**src/rtl/spw_pkg.sv**
```systemverilog
// Package: shared types for the serial socket power switch controller.
// Assumes two sockets, each with a 2-bit supply code and a 2-bit programming code.
package spw_pkg;

    localparam int CODE_W = 2;

    // Requested settings; the packed order is the shift order (socket A supply first).
    typedef struct packed {
        logic [CODE_W-1:0] a_vcc;
        logic [CODE_W-1:0] a_vpp;
        logic [CODE_W-1:0] b_vcc;
        logic [CODE_W-1:0] b_vpp;
    } pwr_req_t;

    localparam int REQ_W = $bits(pwr_req_t);

    // Shifter states.
    typedef enum logic [1:0] {
        ST_IDLE  = 2'd0,
        ST_SHIFT = 2'd1,
        ST_LATCH = 2'd2
    } sh_state_t;

endpackage

```
**src/rtl/spw_req_track.sv**
```systemverilog
// Module: spw_req_track
// Decides when a new word must be sent. It remembers the last request that was
// sent and raises start while the shifter is idle and the request differs. After
// reset it forces one all-off word first.
// Assumes: start is consumed on the same edge by the shifter whenever idle is high.
module spw_req_track
    import spw_pkg::*;
#(
    parameter int RSV_W = 3
) (
    input  logic                  clk,
    input  logic                  rst_n,
    input  pwr_req_t              req,
    input  logic                  idle,
    output logic                  start,
    output logic [REQ_W+RSV_W-1:0] start_word
);
    localparam int WORD_W = REQ_W + RSV_W;

    pwr_req_t sent_q;
    logic     init_q;
    pwr_req_t next_req;

    // Choose the value to send next: all-off after reset, else the live request.
    always_comb begin
        next_req   = init_q ? pwr_req_t'('0) : req;
        start      = idle && (init_q || (req != sent_q));
        start_word = {next_req, {RSV_W{1'b0}}};
    end

    // Record what was handed to the shifter and clear the post-reset flag.
    always_ff @(posedge clk) begin
        if (!rst_n) begin
            sent_q <= '0;
            init_q <= 1'b1;
        end else if (start) begin
            sent_q <= next_req;
            init_q <= 1'b0;
        end
    end

    // reserved bits handed to the shifter are always zero.
    a_r3_reserved_zero: assert property (@(posedge clk) disable iff (!rst_n)
        start |-> (start_word[RSV_W-1:0] == '0));

    // the first word after reset is all-off.
    a_r1_first_word_off: assert property (@(posedge clk) disable iff (!rst_n)
        (start && init_q) |-> (start_word == WORD_W'(0)));

endmodule

```
**src/rtl/spw_clk_gen.sv**
```systemverilog
// Module: spw_clk_gen
// Divides the bus clock for the serial link. While run is high a counter spans
// DIV cycles and marks the cycle before the rising and the falling serial edge.
// Held at zero while run is low, so each transfer starts with a fresh phase.
// Assumes DIV is even and at least 4.
module spw_clk_gen #(
    parameter int DIV = 36
) (
    input  logic clk,
    input  logic rst_n,
    input  logic run,
    output logic rise_tick,
    output logic fall_tick
);
    localparam int HALF  = DIV / 2;
    localparam int CNT_W = $clog2(DIV);

    logic [CNT_W-1:0] cnt_q;

    // Mark the cycles that precede serial clock edges.
    always_comb begin
        rise_tick = run && (cnt_q == CNT_W'(HALF - 1));
        fall_tick = run && (cnt_q == CNT_W'(DIV - 1));
    end

    // Phase counter, wrapping every DIV cycles while running.
    always_ff @(posedge clk) begin
        if (!rst_n || !run) begin
            cnt_q <= '0;
        end else if (cnt_q == CNT_W'(DIV - 1)) begin
            cnt_q <= '0;
        end else begin
            cnt_q <= cnt_q + 1'b1;
        end
    end

    // the two edge marks never coincide.
    a_r2_ticks_exclusive: assert property (@(posedge clk) disable iff (!rst_n)
        !(rise_tick && fall_tick));

endmodule

```
**src/rtl/spw_shifter.sv**
```systemverilog
// Module: spw_shifter
// Shifts one control word MSB first, then holds the commit strobe for one serial
// period. The serial clock rises and falls on ticks from spw_clk_gen; data
// advances only on falling edges.
// Assumes start is only asserted while idle is high.
module spw_shifter
    import spw_pkg::*;
#(
    parameter int WORD_W = 11
) (
    input  logic              clk,
    input  logic              rst_n,
    input  logic              start,
    input  logic [WORD_W-1:0] start_word,
    input  logic              rise_tick,
    input  logic              fall_tick,
    output logic              idle,
    output logic              busy,
    output logic              sclk,
    output logic              sdata,
    output logic              slatch
);
    localparam int BIT_W = $clog2(WORD_W);

    sh_state_t         state_q;
    logic [WORD_W-1:0] shreg_q;
    logic [BIT_W-1:0]  bitcnt_q;
    logic              sclk_q;

    // Output decode from registered state.
    always_comb begin
        idle   = (state_q == ST_IDLE);
        busy   = !idle;
        sclk   = sclk_q;
        sdata  = (state_q == ST_SHIFT) ? shreg_q[WORD_W-1] : 1'b0;
        slatch = (state_q == ST_LATCH);
    end

    // Transfer sequencer: load, shift on falling edges, strobe, return to idle.
    always_ff @(posedge clk) begin
        if (!rst_n) begin
            state_q  <= ST_IDLE;
            shreg_q  <= '0;
            bitcnt_q <= '0;
            sclk_q   <= 1'b0;
        end else begin
            case (state_q)
                ST_IDLE: begin
                    sclk_q <= 1'b0;
                    if (start) begin
                        state_q  <= ST_SHIFT;
                        shreg_q  <= start_word;
                        bitcnt_q <= '0;
                    end
                end
                ST_SHIFT: begin
                    if (rise_tick) begin
                        sclk_q <= 1'b1;
                    end
                    if (fall_tick) begin
                        sclk_q <= 1'b0;
                        if (bitcnt_q == BIT_W'(WORD_W - 1)) begin
                            state_q <= ST_LATCH;
                        end else begin
                            shreg_q  <= {shreg_q[WORD_W-2:0], 1'b0};
                            bitcnt_q <= bitcnt_q + 1'b1;
                        end
                    end
                end
                ST_LATCH: begin
                    sclk_q <= 1'b0;
                    if (fall_tick) begin
                        state_q <= ST_IDLE;
                    end
                end
                default: begin
                    state_q <= ST_IDLE;
                    sclk_q  <= 1'b0;
                end
            endcase
        end
    end

    // data holds steady while the serial clock stays high.
    a_r4_data_stable_high: assert property (@(posedge clk) disable iff (!rst_n)
        (sclk && $past(sclk)) |-> $stable(sdata));

    // the serial clock stays low while the strobe is high.
    a_r5_latch_clk_low: assert property (@(posedge clk) disable iff (!rst_n)
        slatch |-> !sclk);

    // busy covers the strobe and the release happens together.
    a_r6_busy_covers_latch: assert property (@(posedge clk) disable iff (!rst_n)
        $fell(slatch) |-> !busy);

    // idle means a quiet link.
    a_r9_idle_quiet: assert property (@(posedge clk) disable iff (!rst_n)
        !busy |-> (!sclk && !sdata && !slatch));

    // a rising serial edge is followed by at least one more high cycle.
    a_r2_high_min: assert property (@(posedge clk) disable iff (!rst_n)
        $rose(sclk) |=> sclk);

endmodule

```
**src/rtl/sock_pwr_serializer.sv**
```systemverilog
// Module: sock_pwr_serializer (top)
// Sends two-socket power requests to an external switch over a clock/data/strobe
// link. Tracks request changes, divides the bus clock and shifts the word.
// Assumes the request inputs are synchronous to clk.
module sock_pwr_serializer
    import spw_pkg::*;
#(
    parameter int DIV   = 36,
    parameter int RSV_W = 3
) (
    input  logic              clk,
    input  logic              rst_n,
    input  logic [CODE_W-1:0] a_vcc,
    input  logic [CODE_W-1:0] a_vpp,
    input  logic [CODE_W-1:0] b_vcc,
    input  logic [CODE_W-1:0] b_vpp,
    output logic              busy,
    output logic              sw_clk,
    output logic              sw_data,
    output logic              sw_latch
);
    localparam int WORD_W = REQ_W + RSV_W;

    pwr_req_t          req;
    logic              start;
    logic [WORD_W-1:0] start_word;
    logic              idle;
    logic              rise_tick;
    logic              fall_tick;

    // Gather the request fields in shift order.
    always_comb begin
        req = '{a_vcc: a_vcc, a_vpp: a_vpp, b_vcc: b_vcc, b_vpp: b_vpp};
    end

    spw_req_track #(.RSV_W(RSV_W)) u_track (
        .clk        (clk),
        .rst_n      (rst_n),
        .req        (req),
        .idle       (idle),
        .start      (start),
        .start_word (start_word)
    );

    spw_clk_gen #(.DIV(DIV)) u_div (
        .clk       (clk),
        .rst_n     (rst_n),
        .run       (busy),
        .rise_tick (rise_tick),
        .fall_tick (fall_tick)
    );

    spw_shifter #(.WORD_W(WORD_W)) u_shift (
        .clk        (clk),
        .rst_n      (rst_n),
        .start      (start),
        .start_word (start_word),
        .rise_tick  (rise_tick),
        .fall_tick  (fall_tick),
        .idle       (idle),
        .busy       (busy),
        .sclk       (sw_clk),
        .sdata      (sw_data),
        .slatch     (sw_latch)
    );

endmodule

```
**config.mk**
```make
export PLATFORM = sky130hd
export DESIGN_NAME = sock_pwr_serializer
export DESIGN_NICKNAME = d
export VERILOG_FILES = /design/src/rtl/spw_pkg.sv /design/src/rtl/spw_req_track.sv /design/src/rtl/spw_clk_gen.sv /design/src/rtl/spw_shifter.sv /design/src/rtl/sock_pwr_serializer.sv
export SDC_FILE = /design/constraint.sdc
export NUM_CORES = 1
export LEC_CHECK = 0
export BUFFER_PORTS_ARGS = -buffer_cell sky130_fd_sc_hd__buf_2
export CORE_UTILIZATION = 35
export CTS_CLUSTER_DIAMETER = 80
export DETAILED_ROUTE_END_ITERATION = 12
export PLACE_DENSITY = 0.58
export SLEW_MARGIN = 20
export SYNTH_ARGS = -nofsm -noshare
export SYNTH_HDL_FRONTEND = slang
export SYNTH_HIERARCHICAL = 1
export SYNTH_SLANG_ARGS = --single-unit
export TNS_END_PERCENT = 30
```
**constraint.sdc**
```tcl
create_clock -name clk -period 6.6 [get_ports clk]
set_input_delay 0.33 -clock clk [delete_from_list [all_inputs] [get_ports clk]]
set_output_delay 0.33 -clock clk [all_outputs]
set_load 0.1 [all_outputs]
```
==> metrics.md, run 1 <==
| Metric | Value |
|---|---|
| CP peak stage delay | `0.51 ns` |
| IO Pins | `14` |
| Routed wire per std cell | `13.5 um` |
| Die X | `75.6 um` |
| Predominant post-synthesis flop cell | `dfxtp_1` |
| Total global routing overflow | `0` |
| Final Cycle Share | `0.423` |
| Post-route insts no fill | `297` |
| GPL Wtd Cong | `0.772` |
| CTS clk-pin slew, worst paths | `0.07 ns` |
| Internal power | `305 uW` |
| Worst hold path endpoint | `u_track/sent_q[0]$_SDFFE_PN0P_` |
| Combinational share of power | `0.155` |
| Layout area overhead | `6.87%` |
| Synth top area share | `0.349` |
| Clock sinks | `33` |
| Seq/Total Area, Yosys | `0.349` |
| Measured slew at the worst slew-check pin | `0.656 ns` |
| First-pass GRT wire length | `6.90 mm` |
| WS Path Type | `flip-flop to flip-flop` |
| Pre-CTS WS | `3.73 ns` |
| Synth area leader | `dfxtp_1` |
| DRT Pass-1 Iters | `4` |
| Post_cts resized | `0` |
| Vias | `1555` |
| Final setup fails | `0` |
| Reg2reg end | `u_shift/shreg_q[5]$_SDFFE_PN0P_` |
| Hold Buf Count CTS | `0` |
| Crit path time final | `2.79 ns` |
| P_sw | `127 uW` |
| Die Area | `5710 sq um` |
| Layout cell share with drive strength beyond 1 | `0.141` |
| Max-capacitance violation count | `0` |
| CP Cell Sequence | `xor2_1 > nor4_4 > and2_1 > a21boi_1 > mux2_4 > and3_1 > a311oi_1` |
| Final Util | `0.391` |
| Setup WS post-layout | `3.81 ns` |
| Final WL | `4.00 mm` |
| Worst skew pair latency | `0.28 ns` |
| Power per cell area | `214 nW/um^2` |
| H-tree depth | `2` |
| ANT nets after route | `0` |
| Tot Pwr | `432 uW` |
| Residual DRC | `0` |
| Vias in the first global route | `1525` |
| Most frequent cells in the layout | `39 x nand2_1, 33 x dfxtp_1, 14 x inv_1, 13 x buf_2` |
| Number of synthesized flops with an enable pin | `0` |
| Fin Clk Skew | `0.00533 ns` |
| GRT Total Usage | `0.160` |
| Yosys cell types | `42` |
| Starting Density | `0.366` |
| Core region area | `5170 sq um` |
| Largest net degree at the start of global routing | `30` |
| CTS buffer count | `5` |
| Hold Crit Class | `input port to flip-flop` |
| Initial DRC count | `74` |
| Clock buffer depth | `2` |
| Post CTS Setup Buffer Count | `0` |
| Cell count after placement | `289` |
| Async SR Flop Fraction | `0` |
| Max Freq | `358 MHz` |
| Worst EP arrival | `2.97 ns` |
| Ant. Diodes | `0` |
| CP Max Fanout | `14` |
| Slew Viols, Final | `0` |
| Root buffer cell | `clkbuf_8` |
| Post-Synthesis Cell Area | `1890 sq um` |
| Post-synthesis cell count | `221` |
| Die H | `75.6 um` |
| Peak supply drop | `0.112 mV` |
| R2R setup slack | `3.81 ns` |
| Status | `finished, final reports clean` |
| Initial antenna violation count | `0` |
| Commonest non-fill, non-tap cell in the layout | `nand2_1` |
| Flop pwr share | `0.504` |
| Reg2Reg Depth | `7` |
| Switching Share | `0.294` |
| HP Start | `b_vpp[0]` |
| Synth area leaders | `dfxtp_1 35%, nand2_1 7.7%, a311oi_2 5.5%` |
| Std-Cell Rows | `26` |
| CP max stage cell | `nor4_4` |
| Synth Register Bits | `33` |
| R2R Path Start | `u_track/sent_q[7]$_SDFFE_PN0P_` |
| Crit. End Element | `flip-flop` |
| Relative slew slack | `0.563` |
| Hpwl dp | `2.73 mm` |
| Yosys Warn Count | `6` |
| Clock share of power | `0.341` |
| Nets | `240` |
| Setup TNS | `0 ns` |
| Min-Delay Path Depth | `3` |
| CTS tree | `built` |
| Pleak | `0.767 nW` |
| Vias per cell | `5.24` |
| RSZ-0062 raised after global routing | `no` |
| Req. time, crit path | `6.78 ns` |
| Post-Syn Area per Cell | `8.57 sq um` |
| CP Launch Type | `flip-flop` |
| Number of port buffers | `13` |
| Hold Vio Cnt, Final | `0` |
-- worst max-delay path, delay by kind of cell (launching register included) --
kind | cells | cell delay, ns
DFF | 1 | 0.33
muxes | 1 | 0.37
AOI/OAI and AO/OA | 2 | 0.48
xor gates and xnor gates | 1 | 0.18
and+or+nand+nor | 3 | 1.33
-- worst max-delay path by stage --
stage                                          from                               end  depth (start not counted)
global route         u_track/sent_q[7]$_SDFFE_PN0P_   u_shift/shreg_q[5]$_SDFFE_PN0P_                          7
global placement                           b_vpp[1]   u_shift/shreg_q[5]$_SDFFE_PN0P_                          8
CTS                  u_track/sent_q[7]$_SDFFE_PN0P_   u_shift/shreg_q[5]$_SDFFE_PN0P_                          7
detailed placement                         a_vcc[1]   u_shift/shreg_q[5]$_SDFFE_PN0P_                          8
floorplan           u_shift/state_q[0]$_SDFFE_PN0P_  u_shift/shreg_q[10]$_SDFFE_PN0P_                          9
finish               u_track/sent_q[7]$_SDFFE_PN0P_   u_shift/shreg_q[5]$_SDFFE_PN0P_                          7
-- metrics by stage --
step | area (sq um) | hold slack, ns
after global placement | 1940 | 0.449
final | 2020 | 0.403
after floorplan | 1900 | 0.436
after global routing | 2020 | 0.408
after CTS | 2020 | 0.395
after detailed placement | 1940 | 0.454
-- sequential cells by signal (all words and copies together), names as in the netlist --
name,cells
u_shift/shreg_q,11
u_track/sent_q,8
u_track/init_q,1
u_shift/bitcnt_q,4
u_shift/state_q,2
u_shift/sclk,1
u_div/cnt_q,6
-- per-layer routing --
metal,global-route usage,up-vias,share of wire
met5,0,-,0
met4,0.0514,0,0.0043
met3,0.0370,2,0.032
met1,0.212,738,0.51
li1,-,793,-
met2,0.257,22,0.45
-- cell type report --
type	count	area, sq um
clock inverter	2	10.0
tap	70	87.6
multi-input combinational	158	1070
sequential	33	661
fill	533	3150
inverter	15	56.3
timing repair buffer	13	65.1
clock buffer	6	72.6
-- kinds of logic after synthesis --
family                     after synthesis  share of synthesized area
AOI/OAI and AO/OA                       40                      0.184
and+or+nand+nor                         99                      0.291
adders and majority gates                4                     0.0264
other                                    1                    0.00198
muxes                                    1                    0.00792
xor gates and xnor gates                11                     0.0509
DFF                                     33                      0.349
buffers and inverters                   32                     0.0892
-- power groups by stage --
stage	registers [mW]	clock network (mW)	logic [mW]
global placement	0.222	0	0.0666
CTS	0.218	0.153	0.0674
finish	0.218	0.147	0.0671
detailed placement	0.222	0	0.0673
floorplan	0.219	0	0.0599
global route	0.219	0.161	0.0740
-- synthesized netlist by cell type, drive strengths merged (2+ instances only) --
cell type	instances
nand2	39
dfxtp	33
inv	14
buf	13
a311oi	10
a31oi	10
nand4	10
xor2	10
nand3b	9
nor2	8
nor2b	8
o311ai	8
clkbuf	4
ha	4
nand3	4
nor3	4
and3	3
nand4b	3
nor4	3
o21ai	3
and2	2
nand2b	2
o22ai	2
o32ai	2
Note: power is estimated with default switching activity, not from simulation.
==> run 2, diff against run 1 <==
Clock period 6.6 ns to 2.7 ns, I/O delays scaled along.
==> run 2 against run 1 <==
Worst hold slack lost 0.20 ns. First-iteration DRC count increased by 58%. Clock skew rose by 0.0013 ns. Via count increased by 0.26%. Clock power rose by 150%. Sequential power is 140% higher. Sequential cell count is the same. Non-clock buffer count is 11 higher. Critical path type unchanged. Highest routed layer unchanged.
==> metrics.md, run 2 (synthesis gave the netlist of run 1 again) <==
| Metric | Value |
|---|---|
| Vias | `1559 (+0.26%)` |
| ANT nets after route | `0 (unchanged)` |
| Nets | `251 (+4.6%)` |
| GPL Wtd Cong | `0.710 (-8.0%)` |
| Die H | `75.6 um (unchanged)` |
| Reg with most FFs | `u_shift/shreg_q` |
| CP Max Fanout | `13 (-1)` |
| CTS buffer count | `5 (unchanged)` |
| Post_cts resized | `0 (unchanged)` |
| P_sw | `297 uW (+130%)` |
| DRT Pass-1 Iters | `4 (unchanged)` |
| Starting Density | `0.366 (unchanged)` |
| CTS tree | `built` |
| IO Pins | `14 (unchanged)` |
| Vias per cell | `5.08 (-3.0%)` |
| Final Cycle Share | `0.867 (+0.443)` |
| CP Cell Sequence | `ha_1 > nor4b_1 > and3_1 > mux2_4 > and3_1 > buf_4 > a311oi_2` |
| CP Launch Type | `flip-flop` |
| Max-capacitance violation count | `0 (unchanged)` |
| Area of the multi-input gates | `1070 sq um (unchanged)` |
| Req. time, crit path | `2.83 ns (-3.95 ns)` |
| Hold Vio Cnt, Final | `0 (unchanged)` |
| Core region area | `5170 sq um (unchanged)` |
| Hold_ws | `0.205 ns (-0.198 ns)` |
| HP Start | `b_vpp[0]` |
| Layout cell share with drive strength beyond 1 | `0.177 (+0.0362)` |
| Slew Viols, Final | `0 (unchanged)` |
| Routed wire per std cell | `13.0 um (-3.8%)` |
| Final WL | `3.98 mm (-0.58%)` |
| Power per cell area | `511 nW/um^2 (+140%)` |
| Hold Buf Count CTS | `0 (unchanged)` |
| Status | `finished, final reports clean` |
| CP peak stage delay | `0.39 ns (-0.12 ns)` |
| RSZ-0062 raised after global routing | `no` |
| Clock buffer depth | `2 (unchanged)` |
| Final setup fails | `0 (unchanged)` |
| Flop pwr share | `0.488 (-0.016)` |
| Setup TNS | `0 ns (unchanged)` |
| Hold Crit Class | `input port to flip-flop` |
| Initial antenna violation count | `0 (unchanged)` |
| Crit. End Element | `flip-flop` |
| Crit path time final | `2.34 ns (-0.453 ns)` |
| GRT Total Usage | `0.160 (+0.000701)` |
| R2R Path Start | `u_div/cnt_q[0]$_SDFF_PP0_` |
| Clock share of power | `0.341 (about the same)` |
| Pre-CTS WS | `0.384 ns (-3.34 ns)` |
| Most frequent cells in the layout | `39 x nand2_1, 33 x dfxtp_1, 14 x inv_1, 13 x buf_2, 11 x buf_4` |
| Number of port buffers | `13 (unchanged)` |
| Worst EP arrival | `2.47 ns (-0.50 ns)` |
| CTS clk-pin slew, worst paths | `0.06 ns (about the same)` |
| H-tree depth | `2 (unchanged)` |
| Pleak | `0.821 nW (+7.0%)` |
| Biggest regs | `u_shift/shreg_q: 11 flops, u_track/sent_q: 8 flops, u_div/cnt_q: 6 flops` |
| Critical path startpoint | `u_div/cnt_q[0]$_SDFF_PP0_` |
| Hpwl dp | `2.79 mm (+2.3%)` |
| Ant. Diodes | `0 (unchanged)` |
| Die X | `75.6 um (unchanged)` |
| Worst skew pair latency | `0.28 ns (about the same)` |
| Vias in the first global route | `1463 (-4.1%)` |
| Max Freq | `427 MHz (+19%)` |
| Peak supply drop | `0.284 mV (+150%)` |
| Commonest non-fill, non-tap cell in the layout | `nand2_1` |
| WS Path Type | `flip-flop to flip-flop` |
| Switching Share | `0.275 (-0.0192)` |
| Tot Pwr | `1.08 mW (+150%)` |
| CP dominant cell by count | `and3_1` |
| Clock sinks | `33 (unchanged)` |
| Largest register FFs | `11 (unchanged)` |
| Residual DRC | `0 (unchanged)` |
| Combinational share of power | `0.171 (+0.016)` |
| Die Area | `5710 sq um (unchanged)` |
| Relative slew slack | `0.594 (+0.0310)` |
| Post CTS Setup Buffer Count | `0 (unchanged)` |
| R2R setup slack | `0.36 ns (-3.45 ns)` |
| Fillers | `525 (-1.5%)` |
| Measured slew at the worst slew-check pin | `0.609 ns (-0.0472 ns)` |
| Register area | `661 sq um (unchanged)` |
| Std-Cell Rows | `26 (unchanged)` |
| CP max stage cell | `dfxtp_1` |
| Largest net degree at the start of global routing | `29 (-3.3%)` |
| Root buffer cell | `clkbuf_8` |
| Total global routing overflow | `0 (unchanged)` |
| Initial DRC count | `117 (+58%)` |
| Fin Clk Skew | `0.00667 ns (+0.00134 ns)` |
| Layout area overhead | `11.4%` |
| First-pass GRT wire length | `6.94 mm (+0.59%)` |
| Setup WS post-layout | `0.360 ns (-3.45 ns)` |
| Internal power | `782 uW (+160%)` |
-- run 2: changes by cell type in the layout (fill, tap and decap cells not counted), sizes merged --
cell    previous run  this run
clkbuf             6         7
clkinv             3         1
buf               13        24
-- run 2: power by group through the flow --
stage	clock network (mW)	logic, mW	registers [mW]
floorplan	0	0.146	0.536
global placement	0	0.185	0.537
global route	0.407	0.205	0.529
finish	0.367	0.184	0.527
detailed placement	0	0.185	0.537
CTS	0.382	0.185	0.526
-- run 2: final cells by class --
type / count / share of cell area
Clock buffer: 7 / 0.0409
Inverter: 15 / 0.0267
Multi-Input combinational cell: 158 / 0.508
Sequential cell: 33 / 0.313
Tap cell: 70 / 0.0415
Timing Repair Buffer: 24 / 0.0699
-- run 2: critical path: cells and delay by family, from the launching register on --
family	cells	cell delay [ns]
AND/OR/NAND/NOR	3	0.96
flip-flops	1	0.39
multiplexers	1	0.27
buffers and inverters	1	0.24
adder cells (fa/ha/maj)	1	0.22
AO/OA/AOI/OAI	1	0.10
-- run 2: through the flow --
stage,util,std cells,instance area (sq um)
floorplan,-,223,1900
global placement,0.391,300,2020
detailed placement,0.391,300,2020
CTS,0.408,307,2110
global route,0.408,307,2110
finish,0.408,307,2110
-- run 2: layer usage --
| layer | GRT usage | wire, um | vias to the layer above |
|---|---|---|---|
| li1 | - | - | 821 |
| met1 | 0.229 | 2140 | 713 |
| met2 | 0.241 | 1680 | 21 |
| met3 | 0.0317 | 115 | 4 |
| met4 | 0.0556 | 41 | 0 |
| met5 | 0 | 0 | - |
-- run 2: path summary, 6_finish.rpt --
path | endpoint | cells past startpoint
max reg2reg | u_shift/shreg_q[9]$_SDFFE_PN0P_ | 7
min | u_track/sent_q[0]$_SDFFE_PN0P_ | 3
min reg2reg | u_shift/shreg_q[0]$_SDFFE_PN0P_ | 2
max | u_shift/shreg_q[9]$_SDFFE_PN0P_ | 7
